`config.mk`:
```
export PLATFORM = sky130hd
export DESIGN_NAME = mem_rmw_unit
export DESIGN_NICKNAME = d
export VERILOG_FILES = /design/src/rtl/rmw_pkg.sv /design/src/rtl/rmw_alu.sv /design/src/rtl/rmw_seq.sv /design/src/rtl/rmw_hold.sv /design/src/rtl/mem_rmw_unit.sv
export SDC_FILE = /design/constraint.sdc
export NUM_CORES = 1
export LEC_CHECK = 0
export ABC_AREA = 1
export BUFFER_PORTS_ARGS = -buffer_cell sky130_fd_sc_hd__buf_2
export CORE_ASPECT_RATIO = 0.8
export CORE_MARGIN = 5
export CORE_UTILIZATION = 30
export CTS_BUF_LIST = sky130_fd_sc_hd__clkbuf_8 sky130_fd_sc_hd__clkbuf_16
export CTS_CLUSTER_DIAMETER = 50
export DETAILED_ROUTE_END_ITERATION = 12
export PLACE_DENSITY = 0.49
export SETUP_SLACK_MARGIN = 0.1
export SLEW_MARGIN = 10
export SYNTH_ARGS = -nofsm -noshare
export SYNTH_HDL_FRONTEND = slang
export SYNTH_HIERARCHICAL = 1
export SYNTH_SLANG_ARGS = --single-unit
```
`constraint.sdc`:
```
create_clock -name clk -period 3.05 [get_ports clk]
set_input_delay 0.305 -clock clk [delete_from_list [all_inputs] [get_ports clk]]
set_output_delay 0.305 -clock clk [all_outputs]
set_load 0.05 [all_outputs]
```
`src/rtl/rmw_pkg.sv`:
```
// Shared types for the read-modify-write unit.
// Assumes op codes use three function bits plus one attribute bit.
package rmw_pkg;

    typedef enum logic [2:0] {
        FN_MOV  = 3'd0,
        FN_XCHG = 3'd1,
        FN_ADD  = 3'd2,
        FN_SUBM = 3'd3,   // memory minus register
        FN_SUBR = 3'd4,   // register minus memory
        FN_AND  = 3'd5,
        FN_OR   = 3'd6,
        FN_XOR  = 3'd7
    } rmw_fn_e;

    typedef enum logic [2:0] {
        ST_IDLE  = 3'd0,
        ST_READ  = 3'd1,
        ST_WAIT  = 3'd2,
        ST_WRITE = 3'd3,
        ST_DONE  = 3'd4
    } rmw_state_e;

endpackage

```
`src/rtl/rmw_alu.sv`:
```
// Combines the old memory word with the register operand.
// Assumes both operands are held stable by the caller; purely combinational.
module rmw_alu
    import rmw_pkg::*;
#(
    parameter int DATA_W = 64
) (
    input  rmw_fn_e             fn,
    input  logic [DATA_W-1:0]   mem_val,
    input  logic [DATA_W-1:0]   reg_val,
    output logic [DATA_W-1:0]   result
);

    // Select the new memory word for the requested function.
    always_comb begin
        unique case (fn)
            FN_MOV,
            FN_XCHG: result = reg_val;
            FN_ADD:  result = mem_val + reg_val;
            FN_SUBM: result = mem_val - reg_val;
            FN_SUBR: result = reg_val - mem_val;
            FN_AND:  result = mem_val & reg_val;
            FN_OR:   result = mem_val | reg_val;
            FN_XOR:  result = mem_val ^ reg_val;
            default: result = reg_val;
        endcase
    end

endmodule

```
`src/rtl/rmw_seq.sv`:
```
// Request sequencer: idle, read, wait for data, write with response, done.
// Assumes memory returns read data one cycle after the read is issued.
module rmw_seq
    import rmw_pkg::*;
(
    input  logic        clk,
    input  logic        rst_n,
    input  logic        req_valid,
    input  logic        req_is_move,
    output logic        accept,
    output logic        capture_old,
    output rmw_state_e  state
);

    rmw_state_e state_q, state_d;

    assign accept      = req_valid && (state_q == ST_IDLE);
    assign capture_old = (state_q == ST_WAIT);
    assign state       = state_q;

    // Next-state selection; a move goes straight to the write.
    always_comb begin
        state_d = state_q;
        unique case (state_q)
            ST_IDLE:  if (req_valid) state_d = req_is_move ? ST_WRITE : ST_READ;
            ST_READ:  state_d = ST_WAIT;
            ST_WAIT:  state_d = ST_WRITE;
            ST_WRITE: state_d = ST_DONE;
            ST_DONE:  state_d = ST_IDLE;
            default:  state_d = ST_IDLE;
        endcase
    end

    // State register with synchronous reset.
    always_ff @(posedge clk) begin
        if (!rst_n) state_q <= ST_IDLE;
        else        state_q <= state_d;
    end

endmodule

```
`src/rtl/rmw_hold.sv`:
```
// Holds the accepted request and the old memory word for the running operation.
// Assumes accept and capture_old are never high in the same cycle.
module rmw_hold #(
    parameter int DATA_W = 64,
    parameter int ADDR_W = 32,
    parameter int IDX_W  = 6
) (
    input  logic              clk,
    input  logic              rst_n,
    input  logic              accept,
    input  logic              capture_old,
    input  logic [ADDR_W-1:0] in_addr,
    input  logic [DATA_W-1:0] in_data,
    input  logic [3:0]        in_op,
    input  logic [IDX_W-1:0]  in_dst,
    input  logic              in_dst_zero,
    input  logic [DATA_W-1:0] in_rdata,
    output logic [ADDR_W-1:0] addr_q,
    output logic [DATA_W-1:0] data_q,
    output logic [3:0]        op_q,
    output logic [IDX_W-1:0]  dst_q,
    output logic              dst_zero_q,
    output logic [DATA_W-1:0] old_q
);

    // Capture request fields on acceptance.
    always_ff @(posedge clk) begin
        if (!rst_n) begin
            addr_q     <= '0;
            data_q     <= '0;
            op_q       <= '0;
            dst_q      <= '0;
            dst_zero_q <= 1'b1;
        end else if (accept) begin
            addr_q     <= in_addr;
            data_q     <= in_data;
            op_q       <= in_op;
            dst_q      <= in_dst;
            dst_zero_q <= in_dst_zero;
        end
    end

    // Capture the memory word in the cycle its read data is valid.
    always_ff @(posedge clk) begin
        if (!rst_n)           old_q <= '0;
        else if (capture_old) old_q <= in_rdata;
    end

endmodule

```
`src/rtl/mem_rmw_unit.sv`:
```
// Top of the memory read-modify-write unit. One request at a time.
// Assumes a single-port synchronous memory with one cycle of read latency.
module mem_rmw_unit
    import rmw_pkg::*;
#(
    parameter int DATA_W = 64,
    parameter int ADDR_W = 32,
    parameter int IDX_W  = 6
) (
    input  logic              clk,
    input  logic              rst_n,
    input  logic              req_valid,
    output logic              req_ready,
    input  logic [ADDR_W-1:0] req_addr,
    input  logic [DATA_W-1:0] req_data,
    input  logic [3:0]        req_op,
    input  logic [IDX_W-1:0]  req_dst,
    input  logic              req_dst_zero,
    output logic              mem_req,
    output logic              mem_we,
    output logic [ADDR_W-1:0] mem_addr,
    output logic [DATA_W-1:0] mem_wdata,
    input  logic [DATA_W-1:0] mem_rdata,
    output logic              mem_nc,
    output logic              rsp_valid,
    output logic              rsp_wen,
    output logic [IDX_W-1:0]  rsp_dst,
    output logic [DATA_W-1:0] rsp_data
);

    localparam int FN_W = 3;

    rmw_state_e        state;
    logic              accept, capture_old;
    logic [ADDR_W-1:0] addr_q;
    logic [DATA_W-1:0] data_q, old_q, alu_out;
    logic [3:0]        op_q;
    logic [IDX_W-1:0]  dst_q;
    logic              dst_zero_q;
    logic              held_move;
    rmw_fn_e           held_fn;

    assign held_fn   = rmw_fn_e'(op_q[FN_W-1:0]);
    assign held_move = (held_fn == FN_MOV);

    rmw_seq u_seq (
        .clk         (clk),
        .rst_n       (rst_n),
        .req_valid   (req_valid),
        .req_is_move (req_op[FN_W-1:0] == FN_MOV),
        .accept      (accept),
        .capture_old (capture_old),
        .state       (state)
    );

    rmw_hold #(.DATA_W(DATA_W), .ADDR_W(ADDR_W), .IDX_W(IDX_W)) u_hold (
        .clk         (clk),
        .rst_n       (rst_n),
        .accept      (accept),
        .capture_old (capture_old),
        .in_addr     (req_addr),
        .in_data     (req_data),
        .in_op       (req_op),
        .in_dst      (req_dst),
        .in_dst_zero (req_dst_zero),
        .in_rdata    (mem_rdata),
        .addr_q      (addr_q),
        .data_q      (data_q),
        .op_q        (op_q),
        .dst_q       (dst_q),
        .dst_zero_q  (dst_zero_q),
        .old_q       (old_q)
    );

    rmw_alu #(.DATA_W(DATA_W)) u_alu (
        .fn      (held_fn),
        .mem_val (old_q),
        .reg_val (data_q),
        .result  (alu_out)
    );

    // Handshake and memory-side outputs decoded from the state.
    always_comb begin
        req_ready = (state == ST_IDLE);
        mem_req   = (state == ST_READ) || (state == ST_WRITE);
        mem_we    = (state == ST_WRITE);
        mem_addr  = addr_q;
        mem_wdata = alu_out;
        mem_nc    = (state != ST_IDLE) && op_q[3];
    end

    // Response pulse issued alongside the write.
    always_comb begin
        rsp_valid = (state == ST_WRITE);
        rsp_wen   = (state == ST_WRITE) && !dst_zero_q;
        rsp_dst   = dst_q;
        rsp_data  = held_move ? data_q : old_q;
    end

endmodule

```
# Word-level counts from Yosys, hierarchy flattened
# Index checks and enable logic that the tools add are counted.
[totals] ff_bits=174 in_bits=174 out_inout_bits=172 elab_cells=39
[classes] n_addsub=3 eq_ne=11 n_mux=5 n_bitwise=3 n_reduce_logical=10
[op_table] operator="one-hot mux 64 bit (7 select lines)" count=1
[op_table] operator="subtractor 64 bit" count=2
[op_table] operator="adder 64 bit" count=1
[op_table] operator="bitwise AND 64 bit" count=1
[op_table] operator="two-way mux 64 bit" count=1
[op_table] operator="OR 64 bit" count=1
[op_table] operator="XOR 64 bit" count=1
[op_table] operator="== test 3 x 2 -> 1 bit (second input constant)" count=4
[op_table] operator="== test 3 bit (second input constant)" count=4
[op_table] operator="one-hot mux 3 bit (4 select lines)" count=1
[op_table] operator="zero test 3 bit" count=3
[op_table] operator="== test 3 x 1 -> 1 bit (second input constant)" count=2
[op_table] operator="logical AND 1 bit" count=3
[op_table] operator="two-way mux 3 bit" count=1
[op_table] operator="nonzero test 3 bit" count=1
[op_table] operator="two-way mux 2 bit" count=1
[op_table] operator="!= test 2 bit (second input constant)" count=1
[op_table] operator="OR reduction 2 bit" count=1
[op_table] operator="zero test 1 bit" count=1
[op_table] operator="logical OR 1 bit" count=1

# Depth between registers and ports, before layout
# Gate-level depths: netlist of the first run.
[depth] depth_word=4 depth_mapped=27 depth_no_buf=27

# Modules after synthesis
# Netlist of the first run, hierarchy kept.
[by_module_without_submodules] module="rmw_alu" n_inst=1 cells_each=3602 area_per_inst_um2=17722.0 seq_area_each_um2=0.0
[by_module_without_submodules] module="rmw_hold" n_inst=1 cells_each=1082 area_per_inst_um2=7024.2 seq_area_each_um2=3423.3
[by_module_without_submodules] module="mem_rmw_unit" n_inst=1 cells_each=225 area_per_inst_um2=1268.7 seq_area_each_um2=0.0
[by_module_without_submodules] module="rmw_seq" n_inst=1 cells_each=19 area_per_inst_um2=128.9 seq_area_each_um2=60.1

# Worst setup path before layout of the first run
# No wires, ideal clock.
[synth_timing] kind="register to output" start="register u_hold.old_q[1]" end="output mem_wdata[55]" t_arrival_ns=3.416 t_required_ns=2.745 path_slack_ns=-0.671 stages_incl_launch_ff=26 cell_sequence="dfxtp_1 inv_1 ha_1 nand3_4 nor2_4 nand3_2 nor2_2 nand2_2 o21ai_4 nand2_2 a21oi_2 o21ai_1 nand2_1 nand2_1 ha_1 nand2_1 nor2_1 nand2_1 inv_1 nand2_1 nor3_1 nand2_1 nand3_1 nand2_1 nand3_1 nand4_1"
[synth_via] elab_chain_len=2
[synth_rtl] element="start, declared" line_no="rmw_hold.sv:23" text="output logic [DATA_W-1:0] old_q"
[synth_rtl] element="start signal, assigned" line_no="rmw_hold.sv:46" text="else if (capture_old) old_q <= in_rdata;"
[synth_rtl] element="subtractor 64 bit (tied with other cells)" line_no="rmw_alu.sv:21" text="FN_SUBR: result = reg_val - mem_val;"
[synth_rtl] element="one-hot mux 64 bit (7 select lines) (*)" line_no="rmw_alu.sv:16" text="unique case (fn)"
[synth_rtl] element="end, declared" line_no="mem_rmw_unit.sv:22" text="output logic [DATA_W-1:0] mem_wdata,"
# Mark *: on every way between the ends. The rest lies on a longest branch, timed or not.

# Final worst setup path of the first run
[layout_timing] start="register u_hold.old_q[0]" end="output mem_wdata[27]"
# The elaborated chain is that of the path after synthesis.

==> results of run 1 <==
==> logic make-up (layout without fill, tap and decap cells) <==
kind of cell / after synthesis / in the layout
buffers and inverters: 1128 / 2413
XOR/XNOR: 62 / 62
AND/OR/NAND/NOR: 2951 / 2951
other: 0 / 1
adder cells (fa/ha/maj): 257 / 257
AO/OA/AOI/OAI: 356 / 356
flip-flops: 174 / 174
==> final cells by class <==
cell class | instances | area share (%)
diodes | 1 | 0.005990
clock buffers | 17 | 1.018
repair buffers | 1375 | 25.58
repair inverters | 1 | 0.03893
multi-input cells | 3626 | 51.96
clock inverters | 15 | 0.4732
well taps | 1127 | 3.375
flip-flops and latches | 174 | 8.380
inverters | 1005 | 9.164
==> worst min-delay path by stage <==
stage                            from                end  slack (ns)
global route             req_dst_zero  u_hold/dst_zero_q        0.03
detailed placement    u_hold/dst_q[5]    u_hold/dst_q[5]        0.46
global placement      u_hold/dst_q[5]    u_hold/dst_q[5]        0.45
finish                   req_dst_zero  u_hold/dst_zero_q        0.04
CTS                      req_dst_zero  u_hold/dst_zero_q       0.002
floorplan           u_hold/dst_zero_q  u_hold/dst_zero_q        0.43
==> layer usage <==
layer | up-vias | part of all wire [%]
met2 | 1549 | 38
met4 | 0 | 1.4
met1 | 16360 | 47
met5 | - | 0
met3 | 97 | 13
li1 | 17500 | -
==> critical path, stage by stage (launching register included) <==
cell	delay, ns
dfxtp_2	0.34
inv_4	0.07
ha_4	0.15
nand3_4	0.07
nor2_4	0.12
nand3_4	0.12
nor2_4	0.13
nand2_4	0.09
nor3_4	0.20
or2_4	0.17
xor2_4	0.29
ha_4	0.28
buf_6	0.13
nand2_8	0.07
nor2_2	0.05
buf_4	0.14
nand2_1	0.07
nand2_2	0.07
a21oi_2	0.12
nand2_2	0.12
buf_6	0.14
o21ai_1	0.11
a21o_1	0.17
nand4_1	0.29
buf_12	0.26
==> cell usage in the layout (no fill, tap or decap), types with 41 or more instances in the layout <==
cell type  netlist  routed
nor2_4           5      70
ha_1           255     196
nand3_2         33      64
nand3_1        252     208
nand2_4          3      58
nor2_1         763     662
buf_6           21     110
buf_4           15     934
nor2_2           5      41
xor2_1          60      42
buf_2           42     280
o21ai_0        105      61
dfxtp_1        174     162
a221oi_1        46      45
inv_1          999     938
nand2_2          8     164
nand4_1        105     105
buf_12           4      41
ha_4             0      57
inv_2            6      54
a21oi_1        153      92
nand2_1       1686    1470
==> synthesized netlist by cell type (3+ instances only) <==
master    number  share of area (%)
nand2_1     1686                 24
o21bai_1      16               0.46
nand3_2       33                1.3
nor3_1        35               0.67
nand3_1      252                4.8
o21ai_0      105                2.0
buf_2         42               0.80
nand2_2        8               0.19
buf_4         15               0.43
nand3b_1      25               0.72
nand2_4        3               0.13
buf_12         4               0.31
o21ai_1        5              0.096
buf_8          3               0.17
ha_1         255                 12
clkbuf_1      38               0.55
nor4_1         6               0.14
nor2_2         5               0.12
buf_6         21               0.90
and2_1         4              0.096
inv_1        999                 14
a221oi_1      46                1.5
xor2_1        60                2.0
nor2_1       763                 11
a21oi_1      153                2.9
dfxtp_1      174                 13
inv_2          6              0.086
a31oi_1        6               0.14
or2_2         10               0.24
o211ai_1       4               0.11
nand4_1      105                2.5
o22ai_1        6               0.14
o31ai_1        3              0.086
nor2_4         5               0.22
==> per-stage QoR <==
step,cell area [sq um],std cells,setup TNS (ns)
floorplan,26650,4928,-14.41
global placement,36510,7216,-67.49
detailed placement,36510,7216,-67.69
CTS,39550,7287,-80.31
global route,41780,7340,-89.21
finish,41780,7341,-77.76
==> flip-flops by register name, indices dropped and copies added, names as in the netlist <==
| register | count |
|---|---|
| u_hold/data_q | 64 |
| u_hold/old_q | 64 |
| u_hold/addr_q | 32 |
| u_hold/dst_q | 6 |
| u_hold/op_q | 4 |
| u_seq/state | 3 |
| u_hold/dst_zero_q | 1 |
==> timing repair <==
item,in CTS,in global routing
pin swaps,121,261
setup endpoints to repair,64,64
setup buffers,36,62
cloned,4,1
hold endpoints to repair,0,0
resized for setup,487,465
==> power by group <==
| part | switching, mW | leakage [nW] | total [mW] | internal, mW |
|---|---|---|---|---|
| clock network | 1.16 | 0.302 | 2.41 | 1.25 |
| registers | 0.227 | 1.44 | 2.76 | 2.53 |
| logic | 13.5 | 21.5 | 22.3 | 8.82 |
| total | 14.9 | 23.2 | 27.5 | 12.6 |
==> impl_metrics.json, run 1 <==
{
  "fin_crit_ns": 4.584,
  "wire_per_inst_um": 21.56,
  "synth-seq-cells": 174,
  "synth_mux_area_share_pct": 0,
  "synthSimpleGateAreaFrac_pct": 46.70,
  "start_util_pct": 30.36,
  "worst_pin_slew_ns": 0.9973,
  "syn_nets": 5359,
  "wl_mm": 158.2,
  "synth_edf_count": 0,
  "grtUsageMet1_pct": 47.36,
  "cts-root-buf": "clkbuf_16",
  "busiest_layer": "met1",
  "place_worst_setup_slack_ns": -1.705,
  "ir_worst_vdd_uv": 451.2,
  "cts_sinks": 174,
  "fp-row-count": 96,
  "fmax_mhz": 218.2,
  "die_area_sq_um": 93190,
  "fin_total_pwr_mw": 27.47,
  "coreArea_sq_um": 86120,
  "drive_gt1_share_pct": 34.30,
  "hold_viol_final": 0,
  "ioPinCount": 346,
  "antenna_found_initial": 1,
  "power_density_nw_per_um2": 657.5,
  "timing.rr.start": "u_seq/state[2]",
  "rr_endpoint": "u_hold/addr_q[20]",
  "synthAdderAreaFrac_pct": 12.36,
  "final_nets": 6631,
  "synth.avg_cell_area_sq_um": 5.305,
  "grt-ovfl-total": 0,
  "grt_use_met3_pct": 14.37,
  "path_class": "register to output pin",
  "finalSetupViolCount": 63,
  "yosys.cell_types.count": 54,
  "drv_slew": 0,
  "detail-route-antenna-nets": 0,
  "synth_compound_area_share_pct": 7.944,
  "synth_top_family_by_area": "simple AND/OR/NAND/NOR gates",
  "grt_usage_pct": 32.53,
  "crit_path_end_kind": "output pin",
  "setup_ws_ns": -1.534,
  "utilization_pct": 48.51,
  "power.leakage_nw": 23.23,
  "dieHeight_um": 274.0,
  "clkTransAtPathRegs_ns": 0.08,
  "cts_buffers": 17,
  "vias": 35500,
  "ff2ff_path_depth": 8,
  "io_buffers": 345,
  "drc": 0,
  "fin_hold_ws_ns": 0.04496,
  "finalClockSkew_ns": 0.01143,
  "fillers": 9253,
  "dp_hpwl_mm": 133.9,
  "hold_path_depth": 3,
  "worstSkewPairLatency_ns": 0.49,
  "r2r_slack_ns": 1.08,
  "tritoncts": "built",
  "die_w_um": 340.1,
  "rsz0062_at_grt": "true",
  "clockBufferDepth": 2,
  "worstPathRequired_ns": 2.74,
  "regArea_sq_um": 3501,
  "ys_seq_area_share_pct": 13.32,
  "dr.pass1.iters": 6,
  "ys.flop_type": "dfxtp_1",
  "maxSlewHeadroom_pct": 33.51,
  "holdBufCountCts": 0,
  "critical_path.startpoint": "u_hold/old_q[0]",
  "syn_to_final_growth_pct": 59.80,
  "yosys_warnings": 6,
  "use_met2_pct": 44.16,
  "grt_pass1_vias": 32980,
  "status": "complete, but fails checks",
  "h-tree-depth": 4,
  "synthXorXnorAreaFrac_pct": 2.077,
  "drv_cap": 0,
  "synth_area_sq_um": 26140,
  "async_flop_share_pct": 0,
  "cp-endpoint": "mem_wdata[27]",
  "cp_max_fo": 4,
  "viasPerCell": 4.836,
  "grt_max_degree": 92,
  "hold_path.class": "input pin to register",
  "violations": "setup timing",
  "first_iter_violations": 3909,
  "multiInputGateArea_sq_um": 21710,
  "grt_pass1_wl_mm": 221.7,
  "cp.arrival_ns": 4.28,
  "cp-start-kind": "register",
  "fin_crit_sh_pct": 150.3,
  "place.gp.congestion": 1.057,
  "syn_inst": 4928
}
No activity file was read; power rests on OpenSTA's default activity.
==> inputs of run 2 (changes only) <==
PLACE_DENSITY = 0.47   (was 0.49)
clock period = 4.7 ns   (was 3.05 ns; I/O delays follow)
==> impl_metrics.json, run 2 (synthesis results as in run 1) <==
{
  "power_density_nw_per_um2": 408.3,
  "fp-row-count": 96,
  "clockBufferDepth": 2,
  "hold_end": "u_hold/dst_zero_q",
  "grt_max_degree": 193,
  "hold_path_depth": 3,
  "drv_slew": 0,
  "dp_hpwl_mm": 119.3,
  "worstSkewPairLatency_ns": 0.48,
  "die_area_sq_um": 93190,
  "utilization_pct": 39.58,
  "mostFrequentLayoutCells": "nand2_1 (1532), inv_1 (950), nor2_1 (663), buf_2 (299), buf_4 (278)",
  "die_w_um": 340.1,
  "dpl_cell_area_sq_um": 30790,
  "rsz0062_at_grt": "true",
  "power.leakage_nw": 19.31,
  "h-tree-depth": 4,
  "start_util_pct": 30.36,
  "holdBufCountCts": 0,
  "rr_endpoint": "u_hold/addr_q[25]",
  "syn_to_final_growth_pct": 30.39,
  "viasPerCell": 4.935,
  "timing.rr.start": "u_seq/state[2]",
  "fin_crit_ns": 4.694,
  "fin_crit_sh_pct": 99.88,
  "first_iter_violations": 3374,
  "maxSlewHeadroom_pct": 33.10,
  "final_nets": 5910,
  "ioPinCount": 346,
  "grt_usage_pct": 29.02,
  "cp-start-kind": "register",
  "ff2ff_path_depth": 7,
  "cp_max_fo": 8,
  "status": "finished clean",
  "cts_sinks": 174,
  "wire_per_inst_um": 21.27,
  "drc": 0,
  "hold_path.class": "input pin to register",
  "drive_gt1_share_pct": 22.29,
  "dr.pass1.iters": 5,
  "tritoncts": "built",
  "ir_worst_vdd_uv": 268.1,
  "finalSetupViolCount": 0,
  "grt_pass1_vias": 29630,
  "reg.largest.list": "u_hold/data_q (64), u_hold/old_q (64), u_hold/addr_q (32)",
  "fmax_mhz": 213.0,
  "worstHoldStart": "req_dst_zero",
  "grt-ovfl-total": 0,
  "fin_hold_ws_ns": 0.2055,
  "r2r_slack_ns": 2.63,
  "detail-route-antenna-nets": 0,
  "dieHeight_um": 274.0,
  "drv_cap": 0,
  "coreArea_sq_um": 86120,
  "mostFrequentLayoutCell": "nand2_1",
  "hold_viol_final": 0,
  "vias": 32670,
  "clkTransAtPathRegs_ns": 0.07,
  "antenna_found_initial": 4,
  "wl_mm": 140.8,
  "worstPathRequired_ns": 4.23,
  "final_area_sq_um": 34090,
  "cts-root-buf": "clkbuf_16",
  "cp.arrival_ns": 4.22,
  "place.gp.congestion": 1.037,
  "fin_setup_tns_ns": 0,
  "path_class": "register to output pin",
  "cts_buffers": 17,
  "grt_pass1_wl_mm": 200.2,
  "finalClockSkew_ns": 0.01316,
  "io_buffers": 345,
  "worst_pin_slew_ns": 1.003,
  "crit_path_end_kind": "output pin"
}
-- run 2: cell count changes in the layout (fill, tap and decap cells not counted), moves of 13 or more --
cell	previous run	this run
buf_2	280	299
a21oi_4	23	10
a21oi_1	92	107
ha_4	57	15
buf_6	110	54
ha_1	196	235
buf_4	934	278
o21ai_0	61	82
buf_12	41	23
o21ai_2	22	8
nand2_2	164	125
nand2_4	58	38
xor2_1	42	56
nand2_1	1470	1532
-- run 2: critical path, stage by stage, from the launching register on --
cell	delay [ns]
dfxtp_1	0.72
inv_1	0.24
nand3_1	0.30
inv_1	0.07
nand4_1	0.08
nor3_1	0.06
nand2_1	0.12
xor2_1	0.18
nand2_1	0.06
o21ai_0	0.08
ha_1	0.27
buf_4	0.17
nand2_1	0.08
nand2_1	0.06
buf_4	0.13
o21bai_1	0.14
a21oi_1	0.16
nand2_1	0.09
a21oi_2	0.12
nand3_1	0.10
nand3_2	0.10
nand4_1	0.19
buf_12	0.21
-- run 2: report_power, final --
part           total (mW)  internal [mW]  switching (mW)
clock network        1.46          0.721           0.742
logic                10.5           3.34            7.12
registers            1.99           1.64           0.351
-- run 2: what timing repair did --
item                                   4_1_cts  5_1_grt
setup endpoints to repair                   49       52
endpoints found under the hold margin        0        0
pin swaps                                  118      142
resized for setup                          349      340
buffers inserted                            29       20
-- run 2: worst max path at each step --
| stage | from | to | slack [ns] | cells after the start |
|---|---|---|---|---|
| 6_report | u_hold/old_q[55] | mem_wdata[61] | 0.006 | 22 |
| 5_1_grt | u_hold/old_q[16] | mem_wdata[63] | -0.11 | 21 |
| 3_3_place_gp | u_hold/old_q[0] | mem_wdata[48] | 0.004 | 22 |
| 4_1_cts | u_hold/old_q[3] | mem_wdata[61] | 0.01 | 30 |
| 2_1_floorplan | u_hold/old_q[1] | mem_wdata[55] | 0.81 | 25 |
| 3_5_place_dp | u_hold/old_q[0] | mem_wdata[48] | 0.04 | 22 |
-- run 2: routing by layer --
layer,part of all wire (%),routed length (um),vias up,global-route usage [%]
met4,1.5,2076,4,4.089
met1,49,69540,15200,44.95
met5,0.019,27,-,0
met2,38,54050,1303,40.20
met3,11,15090,82,7.779
li1,-,-,16090,-
-- run 2: cell type report --
| type | instances | area (sq um) |
|---|---|---|
| fill | 9800 | 52030 |
| tap | 1127 | 1410 |
| inverter | 1005 | 3792 |
| sequential | 174 | 3497 |
| clock buffer | 18 | 439.2 |
| timing repair buffer | 655 | 4659 |
| antenna | 1 | 2.502 |
| clock inverter | 14 | 143.9 |
| multi-input combinational | 3626 | 20140 |
-- run 2: metrics by stage --
stage	power, mW	setup WS, ns	std cells
floorplan	7.606	0.8140	4928
global placement	11.13	0.004281	6538
detailed placement	11.11	0.04465	6538
CTS	13.17	0.01264	6599
global route	14.78	-0.1135	6619
finish	13.92	0.005655	6620
